`src/rtl/dma_arb_pkg.sv`:
```
package dma_arb_pkg;
  typedef enum logic [1:0] {
    SRC_NONE = 2'b00,
    SRC_RX   = 2'b01,
    SRC_TX   = 2'b10
  } src_e;
endpackage

```
`src/rtl/dma_burst_cfg.sv`:
```
module dma_burst_cfg #(
  parameter int BLW    = 6,
  parameter int MAX_BL = 32
) (
  input  logic           clk,
  input  logic           rst_n,
  input  logic           sw_rst,
  input  logic           wr_en,
  input  logic [BLW-1:0] wr_data,
  output logic [BLW-1:0] bl_q,
  output logic           err_q
);
  logic legal;

  // zero or a single power of two no larger than the cap
  always_comb
    legal = ((wr_data & (wr_data - 1'b1)) == '0) && (wr_data <= BLW'(MAX_BL));

  always_ff @(posedge clk or negedge rst_n) begin
    if (!rst_n) begin
      bl_q  <= '0;
      err_q <= 1'b0;
    end else if (sw_rst) begin
      bl_q  <= '0;
      err_q <= 1'b0;
    end else if (wr_en) begin
      bl_q <= legal ? wr_data : '0;
      if (!legal) err_q <= 1'b1;
    end
  end


  bl_legal_chk: assert property (@(posedge clk) disable iff (!rst_n)
    (((bl_q & (bl_q - 1'b1)) == '0) && (bl_q <= BLW'(MAX_BL))));

  err_sticky_chk: assert property (@(posedge clk) disable iff (!rst_n)
    (err_q && !sw_rst) |=> err_q);

  cfg_swrst_chk: assert property (@(posedge clk) disable iff (!rst_n)
    sw_rst |=> (bl_q == '0) && !err_q);
endmodule

```
`src/rtl/dma_burst_size.sv`:
```
module dma_burst_size #(
  parameter int CW       = 7,
  parameter int BLW      = 6,
  parameter int AUTO_MIN = 16
) (
  input  logic [CW-1:0]  avail,
  input  logic [BLW-1:0] bl,
  output logic [CW-1:0]  size,
  output logic           ok
);
  logic [CW-1:0] cap;

  always_comb begin
    cap = CW'(bl);
    if (bl == '0) begin
      size = avail;
      ok   = (avail >= CW'(AUTO_MIN));
    end else begin
      size = (avail < cap) ? avail : cap;
      ok   = (size != '0);
    end
  end
endmodule

```
`src/rtl/dma_arb_core.sv`:
```
module dma_arb_core
  import dma_arb_pkg::*;
#(
  parameter int CW = 7
) (
  input  logic          clk,
  input  logic          rst_n,
  input  logic          sw_rst,
  input  logic          rr_mode,
  input  logic          tx_active,
  input  logic          rx_ok,
  input  logic          tx_ok,
  input  logic [CW-1:0] rx_size,
  input  logic [CW-1:0] tx_size,
  input  logic          burst_done,
  output logic          gnt_rx,
  output logic          gnt_tx,
  output logic [CW-1:0] burst_len,
  output logic          bus_req
);
  src_e          src_q, pick;
  logic          busy_q, req_q, last_tx_q;
  logic [CW-1:0] len_q;

  always_comb begin
    if (rx_ok && tx_ok) begin
      if (rr_mode) pick = last_tx_q ? SRC_RX : SRC_TX;
      else         pick = tx_active ? SRC_TX : SRC_RX;
    end else if (rx_ok) pick = SRC_RX;
    else if (tx_ok)     pick = SRC_TX;
    else                pick = SRC_NONE;
  end

  always_ff @(posedge clk or negedge rst_n) begin
    if (!rst_n) begin
      busy_q    <= 1'b0;
      src_q     <= SRC_NONE;
      len_q     <= '0;
      req_q     <= 1'b0;
      last_tx_q <= 1'b1;
    end else if (sw_rst) begin
      busy_q    <= 1'b0;
      src_q     <= SRC_NONE;
      len_q     <= '0;
      req_q     <= 1'b0;
      last_tx_q <= 1'b1;
    end else begin
      req_q <= 1'b0;
      if (busy_q) begin
        if (burst_done) begin
          busy_q <= 1'b0;
          src_q  <= SRC_NONE;
          len_q  <= '0;
        end
      end else if (pick != SRC_NONE) begin
        busy_q    <= 1'b1;
        src_q     <= pick;
        len_q     <= (pick == SRC_RX) ? rx_size : tx_size;
        req_q     <= 1'b1;
        last_tx_q <= (pick == SRC_TX);
      end
    end
  end

  assign gnt_rx    = (src_q == SRC_RX);
  assign gnt_tx    = (src_q == SRC_TX);
  assign burst_len = len_q;
  assign bus_req   = req_q;


  grant_hold_chk: assert property (@(posedge clk) disable iff (!rst_n || sw_rst)
    ((gnt_rx || gnt_tx) && !burst_done) |=> ($stable(src_q) && $stable(len_q)));

  grant_release_chk: assert property (@(posedge clk) disable iff (!rst_n || sw_rst)
    ((gnt_rx || gnt_tx) && burst_done) |=> (!gnt_rx && !gnt_tx));

  one_grant_chk: assert property (@(posedge clk) disable iff (!rst_n)
    $onehot0({gnt_tx, gnt_rx}));

  len_nonzero_chk: assert property (@(posedge clk) disable iff (!rst_n)
    (gnt_rx || gnt_tx) |-> (burst_len != '0));

  req_pulse_chk: assert property (@(posedge clk) disable iff (!rst_n)
    bus_req |=> !bus_req);

  req_with_grant_chk: assert property (@(posedge clk) disable iff (!rst_n)
    bus_req |-> (gnt_rx || gnt_tx));

  core_swrst_chk: assert property (@(posedge clk) disable iff (!rst_n)
    sw_rst |=> (!gnt_rx && !gnt_tx && !bus_req && burst_len == '0));
endmodule

```
`src/rtl/dma_burst_arb.sv`:
```
module dma_burst_arb #(
  parameter int FIFO_DEPTH = 64,
  parameter int MAX_BL     = 32,
  parameter int AUTO_MIN   = 16,
  parameter int BLW        = 6
) (
  input  logic                            clk,
  input  logic                            rst_n,
  input  logic                            sw_rst,
  input  logic                            rr_mode,
  input  logic                            bl_wr_en,
  input  logic [BLW-1:0]                  bl_wr_data,
  input  logic [$clog2(FIFO_DEPTH+1)-1:0] rx_fill,
  input  logic [$clog2(FIFO_DEPTH+1)-1:0] tx_free,
  input  logic                            tx_active,
  input  logic                            burst_done,
  output logic                            gnt_rx,
  output logic                            gnt_tx,
  output logic [$clog2(FIFO_DEPTH+1)-1:0] burst_len,
  output logic                            bus_req,
  output logic [BLW-1:0]                  bl_value,
  output logic                            bl_err
);
  localparam int CW   = $clog2(FIFO_DEPTH + 1);
  localparam int NCH  = 2;

  logic [BLW-1:0] bl_q;
  logic [CW-1:0]  avail [NCH];
  logic [CW-1:0]  size  [NCH];
  logic           ok    [NCH];

  dma_burst_cfg #(.BLW(BLW), .MAX_BL(MAX_BL)) u_cfg (
    .clk(clk), .rst_n(rst_n), .sw_rst(sw_rst),
    .wr_en(bl_wr_en), .wr_data(bl_wr_data),
    .bl_q(bl_q), .err_q(bl_err)
  );

  assign avail[0] = rx_fill;
  assign avail[1] = tx_free;

  for (genvar ch = 0; ch < NCH; ch++) begin : g_size
    dma_burst_size #(.CW(CW), .BLW(BLW), .AUTO_MIN(AUTO_MIN)) u_size (
      .avail(avail[ch]), .bl(bl_q), .size(size[ch]), .ok(ok[ch])
    );
  end

  dma_arb_core #(.CW(CW)) u_core (
    .clk(clk), .rst_n(rst_n), .sw_rst(sw_rst),
    .rr_mode(rr_mode), .tx_active(tx_active),
    .rx_ok(ok[0]), .tx_ok(ok[1]),
    .rx_size(size[0]), .tx_size(size[1]),
    .burst_done(burst_done),
    .gnt_rx(gnt_rx), .gnt_tx(gnt_tx),
    .burst_len(burst_len), .bus_req(bus_req)
  );

  assign bl_value = bl_q;
endmodule

```
`config.mk`:
```
export PLATFORM = sky130hd
export DESIGN_NAME = dma_burst_arb
export DESIGN_NICKNAME = d
export VERILOG_FILES = /design/src/rtl/dma_arb_pkg.sv /design/src/rtl/dma_burst_cfg.sv /design/src/rtl/dma_burst_size.sv /design/src/rtl/dma_arb_core.sv /design/src/rtl/dma_burst_arb.sv
export SDC_FILE = /design/constraint.sdc
export NUM_CORES = 1
export LEC_CHECK = 0
export ABC_CLOCK_PERIOD_IN_PS = 2700
export CAP_MARGIN = 25
export CELL_PAD_IN_SITES_DETAIL_PLACEMENT = 1
export CELL_PAD_IN_SITES_GLOBAL_PLACEMENT = 2
export CORE_ASPECT_RATIO = 0.6
export CORE_MARGIN = 2
export CORE_UTILIZATION = 36
export DETAILED_ROUTE_END_ITERATION = 12
export DONT_BUFFER_PORTS = 1
export HOLD_SLACK_MARGIN = 0.1
export PLACE_DENSITY = 0.88
export SYNTH_ARGS = -nofsm -noshare
export SYNTH_HDL_FRONTEND = slang
export SYNTH_SLANG_ARGS = --single-unit
```
`constraint.sdc`:
```
create_clock -name clk -period 2.7 [get_ports clk]
set_input_delay 0.135 -clock clk [delete_from_list [all_inputs] [get_ports clk]]
set_output_delay 0.135 -clock clk [all_outputs]
set_load 0.03 [all_outputs]
```
==> impl_results.md <==
- Final worst setup slack: 204 ps
- Worst setup EP type: flop
- Worst path bufs/invs: 1
- Relative slew slack: 0.409
- Final Hold Fails: 0
- DRC: 0
- Post-Syn Area per Cell: 8.86 um2
- Die X: 84.5 um
- Crit start category: flop
- HP Start: bl_wr_en
- Htree depth: 1
- GRT Util Overall: 0.240
- Mapped Nets: 195
- Worst r2r src: u_cfg.bl_q[2]
- Largest net degree at the start of global routing: 20
- Status: complete, no violations
- Layout cells sized above 1: 0.126
- Post-synthesis sequential area ratio: 0.340
- Slew Limit Fails: 0
- Iteration-0 DRC Markers: 85
- CTS tree: done
- Vias in the first global route: 1515
- Antenna viol nets, final: 0
- Grt ovf: 0
- Commonest non-fill, non-tap cells in the layout: dfrtp_1, nand2_1, dlygate4sd3_1
- Antenna violations before repair: 0
- DR WL/cell: 21.0 um
- First-pass GRT wire length: 8000 um
- Fmax: 401 MHz
- Final period utilization: 0.924
- Clk buf depth: 2
- CP Class: flop to flop
- Setup repair bufs after CTS: 0
- Fill count: 451
- Lkg Pwr: 0.000734 uW
- Finished Cell Area: 1700 um2
- Die Area: 4420 um2
- Final setup violation count: 0
- Setup Skew: 3.05 ps
- Clock sink count: 19
- Chip Height: 52.3 um
- Fin Setup TNS: 0 ps
- Crit path max-delay family: compound AO/OA/AOI/OAI gates
- I/O Pins: 44
- Min Tclk post-route: 2500 ps
- Nets@finish: 220
- Cell variety after synth: 42
- Clk pin slew, worst setup/hold paths: 70 ps
- Core Region: 3700 um2
- Starting Density: 0.378
- Unrepaired setup endpoints after global routing: no
- Max cap viols: 0
- Synth Cell Area: 1400 um2
- Cts bufs inserted: 3
- Mapped Cells: 158
- Clock Latency Late Sink: 270 ps
- Placed insts: 211
- Non-Filler Instances: 229
- Worst IR drop on VDD: 0.206 mV
- Clock Power Share: 0.278
- Dpl ws: 259 ps
- ANT cells: 0
- Hold crit path type: primary input to flop
- Comb pwr share: 0.258
- Sw frac: 0.343
- Synth warn: 0
- Detail Placement HPWL: 3630 um
- Psw: 260 uW
- Seq cells post-synth: 19
- WP data required: 2860 ps
- Crit path DAT: 2650 ps
- Seq pwr share: 0.464
- Root Driver: clkbuf_8
- Final RePlAce weighted congestion: 0.891
- Row cnt: 17
- Crit path launch: u_cfg.bl_q[2]
- Final wirelength: 4820 um
- Port buffer count: 0
- Slew @ Worst Pin: 884 ps
- PwrDens: 447 nW/um2
- TritonRoute pass-1 iters: 4
- Via count: 1385
- DR vias/cell: 6.05
- Crit path largest cell delay: 360 ps
- Crit path max fanout: 12
- CP max stage cell: dfrtp_1
- Critical-path cell list: inv_1 > ha_1 > a21o_1 > a31oi_1 > o21ai_2 > o211a_1 > or2_4 > a221o_2 > a32o_1
- Commonest non-fill, non-tap cell in the layout: dfrtp_1
- Cell internal pwr: 499 uW
- Placed inst area: 1510 um2
- Area grow syn2layout: 21.2%
worst paths after layout:
check	end	slack (ps)	cells after the start
min in group asynchronous	u_core.burst_len[0]	430	1
setup / recovery	u_core.burst_len[4]	200	9
hold / removal	u_cfg.bl_q[3]	140	3
setup reg to reg	u_core.burst_len[4]	200	9
hold reg to reg	u_core.src_q[1]	500	1
max in group asynchronous	u_cfg.bl_q[0]	1730	1
Yosys cell counts, drive strengths merged:
cell type | n | share of area
dfrtp | 18 | 0.32
nand2 | 16 | 0.043
ha | 10 | 0.089
nor2 | 10 | 0.027
o21ai | 10 | 0.041
nand3 | 9 | 0.032
inv | 8 | 0.021
a21oi | 7 | 0.025
a21o | 6 | 0.032
nand2b | 6 | 0.027
nor3 | 6 | 0.025
a22oi | 5 | 0.027
a32o | 4 | 0.029
mux2i | 4 | 0.029
a221o | 3 | 0.022
a22o | 3 | 0.019
mux2 | 3 | 0.024
o22ai | 3 | 0.013
a211oi | 2 | 0.014
a31oi | 2 | 0.0089
and3 | 2 | 0.0089
buf | 2 | 0.011
clkbuf | 2 | 0.0054
nor2b | 2 | 0.0089
nor4 | 2 | 0.0089
o211ai | 2 | 0.011
o21a | 2 | 0.011
a21boi | 1 | 0.0054
and2 | 1 | 0.0045
dfstp | 1 | 0.019
maj3 | 1 | 0.0071
nand3b | 1 | 0.0054
o211a | 1 | 0.0071
or2 | 1 | 0.0063
or3 | 1 | 0.0045
or3b | 1 | 0.0063
metrics by stage:
step | hold slack (ps) | util | power [uW]
2_1_floorplan | -161 | - | 493
3_3_place_gp | -160 | 0.408 | 522
3_5_place_dp | -160 | 0.408 | 531
4_1_cts | 136 | 0.458 | 752
5_1_grt | 172 | 0.458 | 799
6_report | 139 | 0.458 | 759
worst register-to-register path, delay by kind of cell (launching register included):
kind / cells / cell delay [ps]
AND/OR/NAND/NOR: 1 / 300
AO/OA/AOI/OAI: 6 / 1370
buffers and inverters: 1 / 70
flip-flops: 1 / 360
adder cells (fa/ha/maj): 1 / 290
per-layer routing:
| layer | global-route usage | wire, um |
|---|---|---|
| met5 | 0 | 0 |
| met4 | 0.0714 | 44 |
| met1 | 0.312 | 2120 |
| met3 | 0.0693 | 405 |
| met2 | 0.394 | 2250 |
sequential cells by signal (all words and copies together) (netlist names):
signal,flops
u_cfg.err_q,1
u_core.bus_req,1
u_core.busy_q,1
u_core.last_tx_q,1
u_core.burst_len,7
u_cfg.bl_q,6
u_core.src_q,2
power by group through the flow:
stage	sequential (uW)	clock, uW	combinational, uW
2_1_floorplan	354	0	139
3_3_place_gp	357	0	165
3_5_place_dp	359	0	172
4_1_cts	353	206	193
5_1_grt	356	225	218
6_report	353	211	196
area by class of cell:
type | count | area [um2] | area share
Multi-Input combinational cell | 127 | 871 | 0.513
Sequential cell | 19 | 477 | 0.281
Tap cell | 47 | 58.8 | 0.0347
Clock buffer | 4 | 45.0 | 0.0265
Inverter | 8 | 30.0 | 0.0177
Timing Repair Buffer | 24 | 215 | 0.127
logic make-up after synthesis:
group | after synthesis | synth area share
AND/OR/NAND/NOR | 58 | 0.207
AO/OA/AOI/OAI | 51 | 0.265
flip-flops | 19 | 0.340
buffers and inverters | 12 | 0.0375
adder cells (fa/ha/maj) | 11 | 0.0965
multiplexers | 7 | 0.0527
timing repair:
action | CTS | global route
hold buffers | 14 | 0
endpoints found under the hold margin | 31 | 0
gates resized for setup | 0 | 0
Note: power is estimated with default switching activity, not from simulation.
